File: src/rtl/eep_pkg.sv
package eep_pkg;
  typedef enum logic [1:0] {
    OP_WR   = 2'd0,
    OP_RD   = 2'd1,
    OP_STOP = 2'd2
  } bm_op_e;

  typedef enum logic [3:0] {
    ST_IDLE,
    ST_DEVW,
    ST_WADR,
    ST_DATA,
    ST_DEVR,
    ST_RDB,
    ST_STOP,
    ST_WAIT,
    ST_DONE
  } step_e;
endpackage

File: src/rtl/eep_req_latch.sv
module eep_req_latch #(
  parameter int SEL_W = 3,
  parameter int AW    = 8
) (
  input  logic             clk_i,
  input  logic             rst_ni,
  input  logic             accept_i,
  input  logic             wr_i,
  input  logic             rd_i,
  input  logic [SEL_W-1:0] sel_i,
  input  logic [AW-1:0]    waddr_i,
  input  logic [7:0]       wdata_i,
  output logic [SEL_W-1:0] sel_o,
  output logic [AW-1:0]    waddr_o,
  output logic [7:0]       wdata_o,
  output logic             is_rd_o
);
  always_ff @(posedge clk_i or negedge rst_ni) begin
    if (!rst_ni) begin
      sel_o   <= '0;
      waddr_o <= '0;
      wdata_o <= '0;
      is_rd_o <= 1'b0;
    end else if (accept_i) begin
      sel_o   <= sel_i;
      waddr_o <= waddr_i;
      wdata_o <= wdata_i;
      is_rd_o <= rd_i & ~wr_i;  // write wins
    end
  end
endmodule

File: src/rtl/eep_wcyc_timer.sv
module eep_wcyc_timer #(
  parameter int WAIT_CYC = 500000
) (
  input  logic clk_i,
  input  logic rst_ni,
  input  logic start_i,
  output logic expired_o
);
  localparam int CW = $clog2(WAIT_CYC + 1);

  logic [CW-1:0] cnt_q;
  logic          run_q;

  always_ff @(posedge clk_i or negedge rst_ni) begin
    if (!rst_ni) begin
      cnt_q <= '0;
      run_q <= 1'b0;
    end else if (start_i) begin
      cnt_q <= CW'(WAIT_CYC - 1);
      run_q <= 1'b1;
    end else if (run_q) begin
      if (cnt_q == '0) run_q <= 1'b0;
      else             cnt_q <= cnt_q - 1'b1;
    end
  end

  assign expired_o = run_q && (cnt_q == '0);
endmodule

File: src/rtl/eep_step_fsm.sv
module eep_step_fsm
  import eep_pkg::*;
#(
  parameter int SEL_W = 3,
  parameter int AW    = 8,
  parameter logic [6-SEL_W:0] DEV_ID = 4'b1010
) (
  input  logic             clk_i,
  input  logic             rst_ni,
  input  logic             wr_i,
  input  logic             rd_i,
  input  logic [SEL_W-1:0] sel_i,
  input  logic [AW-1:0]    waddr_i,
  input  logic [7:0]       wdata_i,
  input  logic             is_rd_i,
  output logic             accept_o,
  output logic             tmr_start_o,
  input  logic             tmr_exp_i,
  output logic             bm_req_o,
  output logic [1:0]       bm_op_o,
  output logic             bm_start_o,
  output logic             bm_nack_o,
  output logic [7:0]       bm_data_o,
  input  logic             bm_done_i,
  input  logic             bm_ack_i,
  input  logic [7:0]       bm_rdata_i,
  output logic             busy_o,
  output logic             done_o,
  output logic             err_o,
  output logic [7:0]       rdata_o
);
  step_e      step_q, step_d;
  logic       issued_q, issued_d;
  logic       fail_q, fail_d;
  logic [7:0] rdata_q, rdata_d;
  logic [7:0] ctrl_w;
  logic       in_step, fin;

  assign ctrl_w = {DEV_ID, sel_i, 1'b0};
  assign in_step = (step_q inside {ST_DEVW, ST_WADR, ST_DATA, ST_DEVR, ST_RDB, ST_STOP});
  assign fin     = issued_q && bm_done_i;

  // step output decode
  always_comb begin
    bm_op_o    = OP_WR;
    bm_start_o = 1'b0;
    bm_nack_o  = 1'b0;
    bm_data_o  = '0;
    unique case (step_q)
      ST_DEVW: begin bm_start_o = 1'b1; bm_data_o = ctrl_w; end
      ST_WADR: bm_data_o = 8'(waddr_i);
      ST_DATA: bm_data_o = wdata_i;
      ST_DEVR: begin bm_start_o = 1'b1; bm_data_o = ctrl_w | 8'h01; end
      ST_RDB:  begin bm_op_o = OP_RD; bm_nack_o = 1'b1; end
      ST_STOP: bm_op_o = OP_STOP;
      default: ;
    endcase
  end

  always_comb begin
    step_d      = step_q;
    issued_d    = issued_q;
    fail_d      = fail_q;
    rdata_d     = rdata_q;
    accept_o    = 1'b0;
    tmr_start_o = 1'b0;
    if (in_step && !issued_q) issued_d = 1'b1;
    else if (fin)             issued_d = 1'b0;
    unique case (step_q)
      ST_IDLE: if (wr_i || rd_i) begin
        accept_o = 1'b1;
        fail_d   = 1'b0;
        step_d   = ST_DEVW;
      end
      ST_DEVW: if (fin) step_d = bm_ack_i ? ST_WADR : ST_STOP;
      ST_WADR: if (fin) step_d = !bm_ack_i ? ST_STOP : (is_rd_i ? ST_DEVR : ST_DATA);
      ST_DATA: if (fin) step_d = ST_STOP;
      ST_DEVR: if (fin) step_d = bm_ack_i ? ST_RDB : ST_STOP;
      ST_RDB:  if (fin) begin
        rdata_d = bm_rdata_i;
        step_d  = ST_STOP;
      end
      ST_STOP: if (fin) begin
        if (fail_q || is_rd_i) step_d = ST_DONE;
        else begin
          step_d      = ST_WAIT;
          tmr_start_o = 1'b1;
        end
      end
      ST_WAIT: if (tmr_exp_i) step_d = ST_DONE;
      ST_DONE: step_d = ST_IDLE;
      default: step_d = ST_IDLE;
    endcase
    // missing ACK on any sent byte
    if (fin && !bm_ack_i && (step_q inside {ST_DEVW, ST_WADR, ST_DATA, ST_DEVR}))
      fail_d = 1'b1;
  end

  always_ff @(posedge clk_i or negedge rst_ni) begin
    if (!rst_ni) begin
      step_q   <= ST_IDLE;
      issued_q <= 1'b0;
      fail_q   <= 1'b0;
      rdata_q  <= '0;
    end else begin
      step_q   <= step_d;
      issued_q <= issued_d;
      fail_q   <= fail_d;
      rdata_q  <= rdata_d;
    end
  end

  assign bm_req_o = in_step && !issued_q;
  assign busy_o   = (step_q != ST_IDLE);
  assign done_o   = (step_q == ST_DONE);
  assign err_o    = done_o && fail_q;
  assign rdata_o  = rdata_q;
endmodule

File: src/rtl/eep_seq.sv
module eep_seq #(
  parameter int CLK_HZ  = 100_000_000,
  parameter int WCYC_US = 5000,
  parameter int SEL_W   = 3,
  parameter int AW      = 8,
  parameter logic [6-SEL_W:0] DEV_ID = 4'b1010
) (
  input  logic             clk_i,
  input  logic             rst_ni,
  input  logic             wr_i,
  input  logic             rd_i,
  input  logic [SEL_W-1:0] dev_sel_i,
  input  logic [AW-1:0]    waddr_i,
  input  logic [7:0]       wdata_i,
  output logic             busy_o,
  output logic             done_o,
  output logic             err_o,
  output logic [7:0]       rdata_o,
  output logic             bm_req_o,
  output logic [1:0]       bm_op_o,
  output logic             bm_start_o,
  output logic             bm_nack_o,
  output logic [7:0]       bm_data_o,
  input  logic             bm_done_i,
  input  logic             bm_ack_i,
  input  logic [7:0]       bm_rdata_i
);
  localparam int RAW_CYC  = (CLK_HZ / 1_000_000) * WCYC_US;
  localparam int WAIT_CYC = (RAW_CYC < 1) ? 1 : RAW_CYC;

  logic             accept, is_rd, tmr_start, tmr_exp;
  logic [SEL_W-1:0] sel_l;
  logic [AW-1:0]    waddr_l;
  logic [7:0]       wdata_l;

  eep_req_latch #(.SEL_W(SEL_W), .AW(AW)) u_latch (
    .clk_i, .rst_ni, .accept_i(accept), .wr_i, .rd_i,
    .sel_i(dev_sel_i), .waddr_i, .wdata_i,
    .sel_o(sel_l), .waddr_o(waddr_l), .wdata_o(wdata_l), .is_rd_o(is_rd)
  );

  eep_wcyc_timer #(.WAIT_CYC(WAIT_CYC)) u_timer (
    .clk_i, .rst_ni, .start_i(tmr_start), .expired_o(tmr_exp)
  );

  eep_step_fsm #(.SEL_W(SEL_W), .AW(AW), .DEV_ID(DEV_ID)) u_fsm (
    .clk_i, .rst_ni, .wr_i, .rd_i,
    .sel_i(sel_l), .waddr_i(waddr_l), .wdata_i(wdata_l), .is_rd_i(is_rd),
    .accept_o(accept), .tmr_start_o(tmr_start), .tmr_exp_i(tmr_exp),
    .bm_req_o, .bm_op_o, .bm_start_o, .bm_nack_o, .bm_data_o,
    .bm_done_i, .bm_ack_i, .bm_rdata_i,
    .busy_o, .done_o, .err_o, .rdata_o
  );
endmodule

File: config.mk
export PLATFORM = sky130hd
export DESIGN_NAME = eep_seq
export DESIGN_NICKNAME = d
export VERILOG_FILES = /design/src/rtl/eep_pkg.sv /design/src/rtl/eep_req_latch.sv /design/src/rtl/eep_wcyc_timer.sv /design/src/rtl/eep_step_fsm.sv /design/src/rtl/eep_seq.sv
export SDC_FILE = /design/constraint.sdc
export NUM_CORES = 1
export LEC_CHECK = 0
export BUFFER_PORTS_ARGS = -buffer_cell sky130_fd_sc_hd__buf_2
export CORE_ASPECT_RATIO = 0.6
export CORE_MARGIN = 2
export CORE_UTILIZATION = 45
export CTS_BUF_LIST = sky130_fd_sc_hd__clkbuf_8 sky130_fd_sc_hd__clkbuf_16
export DETAILED_ROUTE_END_ITERATION = 10
export PLACE_DENSITY = 0.76
export SKIP_LAST_GASP = 1
export SLEW_MARGIN = 20
export SYNTH_ARGS = -nofsm -noshare
export SYNTH_HDL_FRONTEND = slang
export SYNTH_SLANG_ARGS = --single-unit
export TNS_END_PERCENT = 50
File: constraint.sdc
create_clock -name clk_i -period 1.8 [get_ports clk_i]
set_input_delay 0.36 -clock clk_i [delete_from_list [all_inputs] [get_ports clk_i]]
set_output_delay 0.36 -clock clk_i [all_outputs]
set_load 0.01 [all_outputs]
==> reports/results.txt <==
dominant cells by area after synthesis -> dfrtp_1 (49%), mux2_1 (9.0%), xnor2_1 (3.2%)
most frequent cell after synthesis -> dfrtp_1
commonest cells in the netlist -> dfrtp_1 (54), nor2_1 (23), mux2_1 (22), nand2_1 (18), a21oi_1 (11)
Iter 0 DRT Violations -> 352
Mapped Area -> 0.00275 mm²
Net Sw Power -> 2.83 mW
Post-synth EDFFs -> 0
Syn Inst Count -> 257
final WL -> 9790 µm
unrepaired setup endpoints after global routing -> true
Internal -> 4.04 mW
reg-to-reg slack, setup -> -0.27 ns
pin count of the biggest net entering global routing -> 26
first-pass GRT wire length -> 12500 µm
vias in the first global route -> 2435
Initial DRT Pass Iterations -> 5
share of the synthesized area in the top cell type -> 49.1%
dpl cells -> 430
I/O Pins -> 57
cts bufs inserted -> 5
Slew Viols, Final -> 0
Overall Power -> 6.87 mW
Netlist cell types -> 51
CP max stage delay -> 0.48 ns
max_cap viols -> 0
clk_lat worst skew -> 0.33 ns
Port Buffers -> 56
Setup TNS Final -> -13.55 ns
overall routing resource usage -> 24.1%
FF+latch area -> 0.00136 mm²
Placeable Area -> 0.00600 mm²
Clock Path Buffers -> 2
gr ovfl total -> 0
Layout Cells excl Fill -> 464
Worst Skew -> 0.00971 ns
Clock Power Share -> 10.9%
combinational cell fraction of total power -> 55.5%
full die area -> 0.00678 mm²
Worst R2R Start -> u_timer.cnt_q[9]$_DFFE_PN0P_
post-layout minimum cycle time -> 2.19 ns
Top Family by Delay on Critical Path -> buffers and inverters
ANT cells -> 0
Vias/cell -> 6.03
YS warnings -> 0
Routed Antenna Nets -> 0
crit start category -> flop
Fmax achieved -> 457 MHz
Die Height -> 64.6 µm
ys async rst share -> 100%
worst path required time -> 1.44 ns
pwr dens -> 1620 mW/mm²
leakage power -> 1.96 nW
CP Depth -> 6
most used flip-flop cell after synthesis -> dfrtp_1
worst vdd ir -> 0.604 mV
Switching Share -> 41.2%
initial antenna violation count -> 0
Syn Area/Cell -> 10.7 µm²
Clock Sinks -> 54
CP max stage cell -> dfrtp_2
Critical path buffers and inverters -> 4
Fillers -> 373
Worst Reg-to-Reg Cells -> 6
share of layout cells above drive strength 1 -> 52.4%
# rows -> 22
class of the most critical setup path -> flop to output port
worst slew pin tran -> 0.581 ns
detailed-route DRC error count -> 0
area grow syn2layout -> 54.3%
multi-input logic area -> 0.00166 mm²
Final Hold Fails -> 0
nets@finish -> 413
area leader, netlist -> dfrtp_1
Wirelength per Cell -> 21.1 µm
final worst-path cycle share -> 122%
part of the power in registers -> 33.6%
net count of the mapped netlist -> 291
htree depth -> 2
Arr. time, crit path -> 1.83 ns
setup ws final -> -0.389 ns
Vias -> 2800
Reg-to-Reg End -> u_timer.cnt_q[17]$_DFFE_PN0P_
Placer Congestion -> 0.894
Hold Path Class -> input pin to async pin
violated checks -> setup timing
clk slew on worst S/H paths -> 0.11 ns
Critical Path Sink Type -> output port
Final setup viols -> 67
Initial Utilization -> 45.9%
CTS root buf -> clkbuf_8
part of the Yosys area used for sequential elements -> 49.1%
register bit count reported by yosys -> 54
critical-path cell list -> buf_6 -> nor3_4 -> buf_4 -> a222oi_1 -> inv_1 -> buf_2
DP Wirelength -> 5040 µm
Max FO, Critical Path -> 6
# hold bufs at CTS -> 0
Relative slew margins -> 61.3%
run status -> complete, but fails checks
CTS tree -> built
Die Wd -> 105 µm
-- worst max path at each step --
stage / start / slack [ns] / end
after floorplan: u_timer.cnt_q[12]$_DFFE_PN0P_ / -0.05 / u_fsm.step_q[3]$_DFFE_PN0P_
after global placement: u_timer.cnt_q[0]$_DFFE_PN0P_ / -0.15 / u_timer.cnt_q[11]$_DFFE_PN0P_
after detailed placement: u_timer.cnt_q[12]$_DFFE_PN0P_ / -0.21 / u_timer.cnt_q[7]$_DFFE_PN0P_
after CTS: u_fsm.step_q[0]$_DFFE_PN0P_ / -0.20 / bm_data_o[3]
after global routing: u_fsm.step_q[3]$_DFFE_PN0P_ / -0.47 / bm_data_o[3]
final: u_fsm.step_q[3]$_DFFE_PN0P_ / -0.39 / bm_data_o[3]
-- sequential cells by signal, indices dropped and copies added, names as in the netlist --
name	flops
u_latch.waddr_o	8
u_latch.is_rd_o	1
u_timer.run_q	1
u_fsm.issued_q	1
u_fsm.step_q	4
u_timer.cnt_q	19
u_latch.sel_o	3
u_fsm.rdata_o	8
u_latch.wdata_o	8
u_fsm.fail_q	1
-- cell usage in the layout, fill, tap and decap left out, types with 3 or more instances in the layout --
cell type  instances
a211oi_4           3
a21o_1             3
a21oi_1            7
a21oi_4            3
a222oi_1           3
and3_1             3
buf_12             3
buf_2             52
buf_4             49
buf_6             23
clkbuf_8           5
dfrtp_1           50
dfrtp_2            4
inv_1              7
mux2_1            20
mux2_2             5
mux2i_1            4
nand2_1           16
nand2b_1           3
nand4_1            5
nor2_1            20
nor2b_1            3
nor3_4             5
nor4_4             3
o21ai_0            4
or4_4              4
xnor2_1            6
xnor2_2            3
-- through the flow --
step                area, µm²  util [%]  hold WS [ns]  setup slack (ns)
floorplan                2790         -        0.0644           -0.0488
global placement         3490      58.2         0.387            -0.151
detailed placement       3490      58.2         0.391            -0.214
CTS                      3920      65.3        0.0381            -0.203
global route             4250      70.7        0.0609            -0.468
finish                   4250      70.7        0.0199            -0.389
-- cell type report --
type,instances,area share (%)
flip-flops and latches,54,31.9
clock inverters,3,0.678
repair buffers,129,23.5
clock buffers,5,1.62
multi-input cells,180,39.0
well taps,84,2.48
inverters,9,0.796
-- metal layers --
metal  GRT usage (%)  part of all wire [%]  wire length (µm)
met3            3.52                   8.4               818
met4            12.8                   3.8               371
met2            38.0                    47              4630
met5               0                     0                 0
met1            32.7                    41              3970
-- timing repair --
| action | CTS | global route |
|---|---|---|
| cloned | 0 | 2 |
| setup endpoints to repair | 57 | 66 |
| buffers inserted | 17 | 13 |
| pin swaps | 28 | 29 |
| hold endpoints to repair | 0 | 0 |
| resized for setup | 45 | 44 |
-- power by group through the flow --
| stage | sequential, mW | clock, mW | combinational [mW] |
|---|---|---|---|
| CTS | 2.22 | 0.748 | 3.08 |
| floorplan | 2.14 | 0 | 1.59 |
| global route | 2.35 | 0.804 | 4.07 |
| global placement | 2.19 | 0 | 2.49 |
| detailed placement | 2.24 | 0 | 2.58 |
| finish | 2.31 | 0.749 | 3.81 |
-- logic make-up (layout without fill, tap and decap cells) --
logic type      after synthesis  count (layout)  share of synthesized area (%)
flops                        54              54                           49.1
mux                          31              31                           12.5
xor+xnor                     10              10                           3.18
fa+ha+maj                     1               1                          0.455
buf+inv                      23             146                           3.64
compound gates               44              44                           11.4
simple gates                 94              94                           19.7
Power figures use the tool's default switching activity.
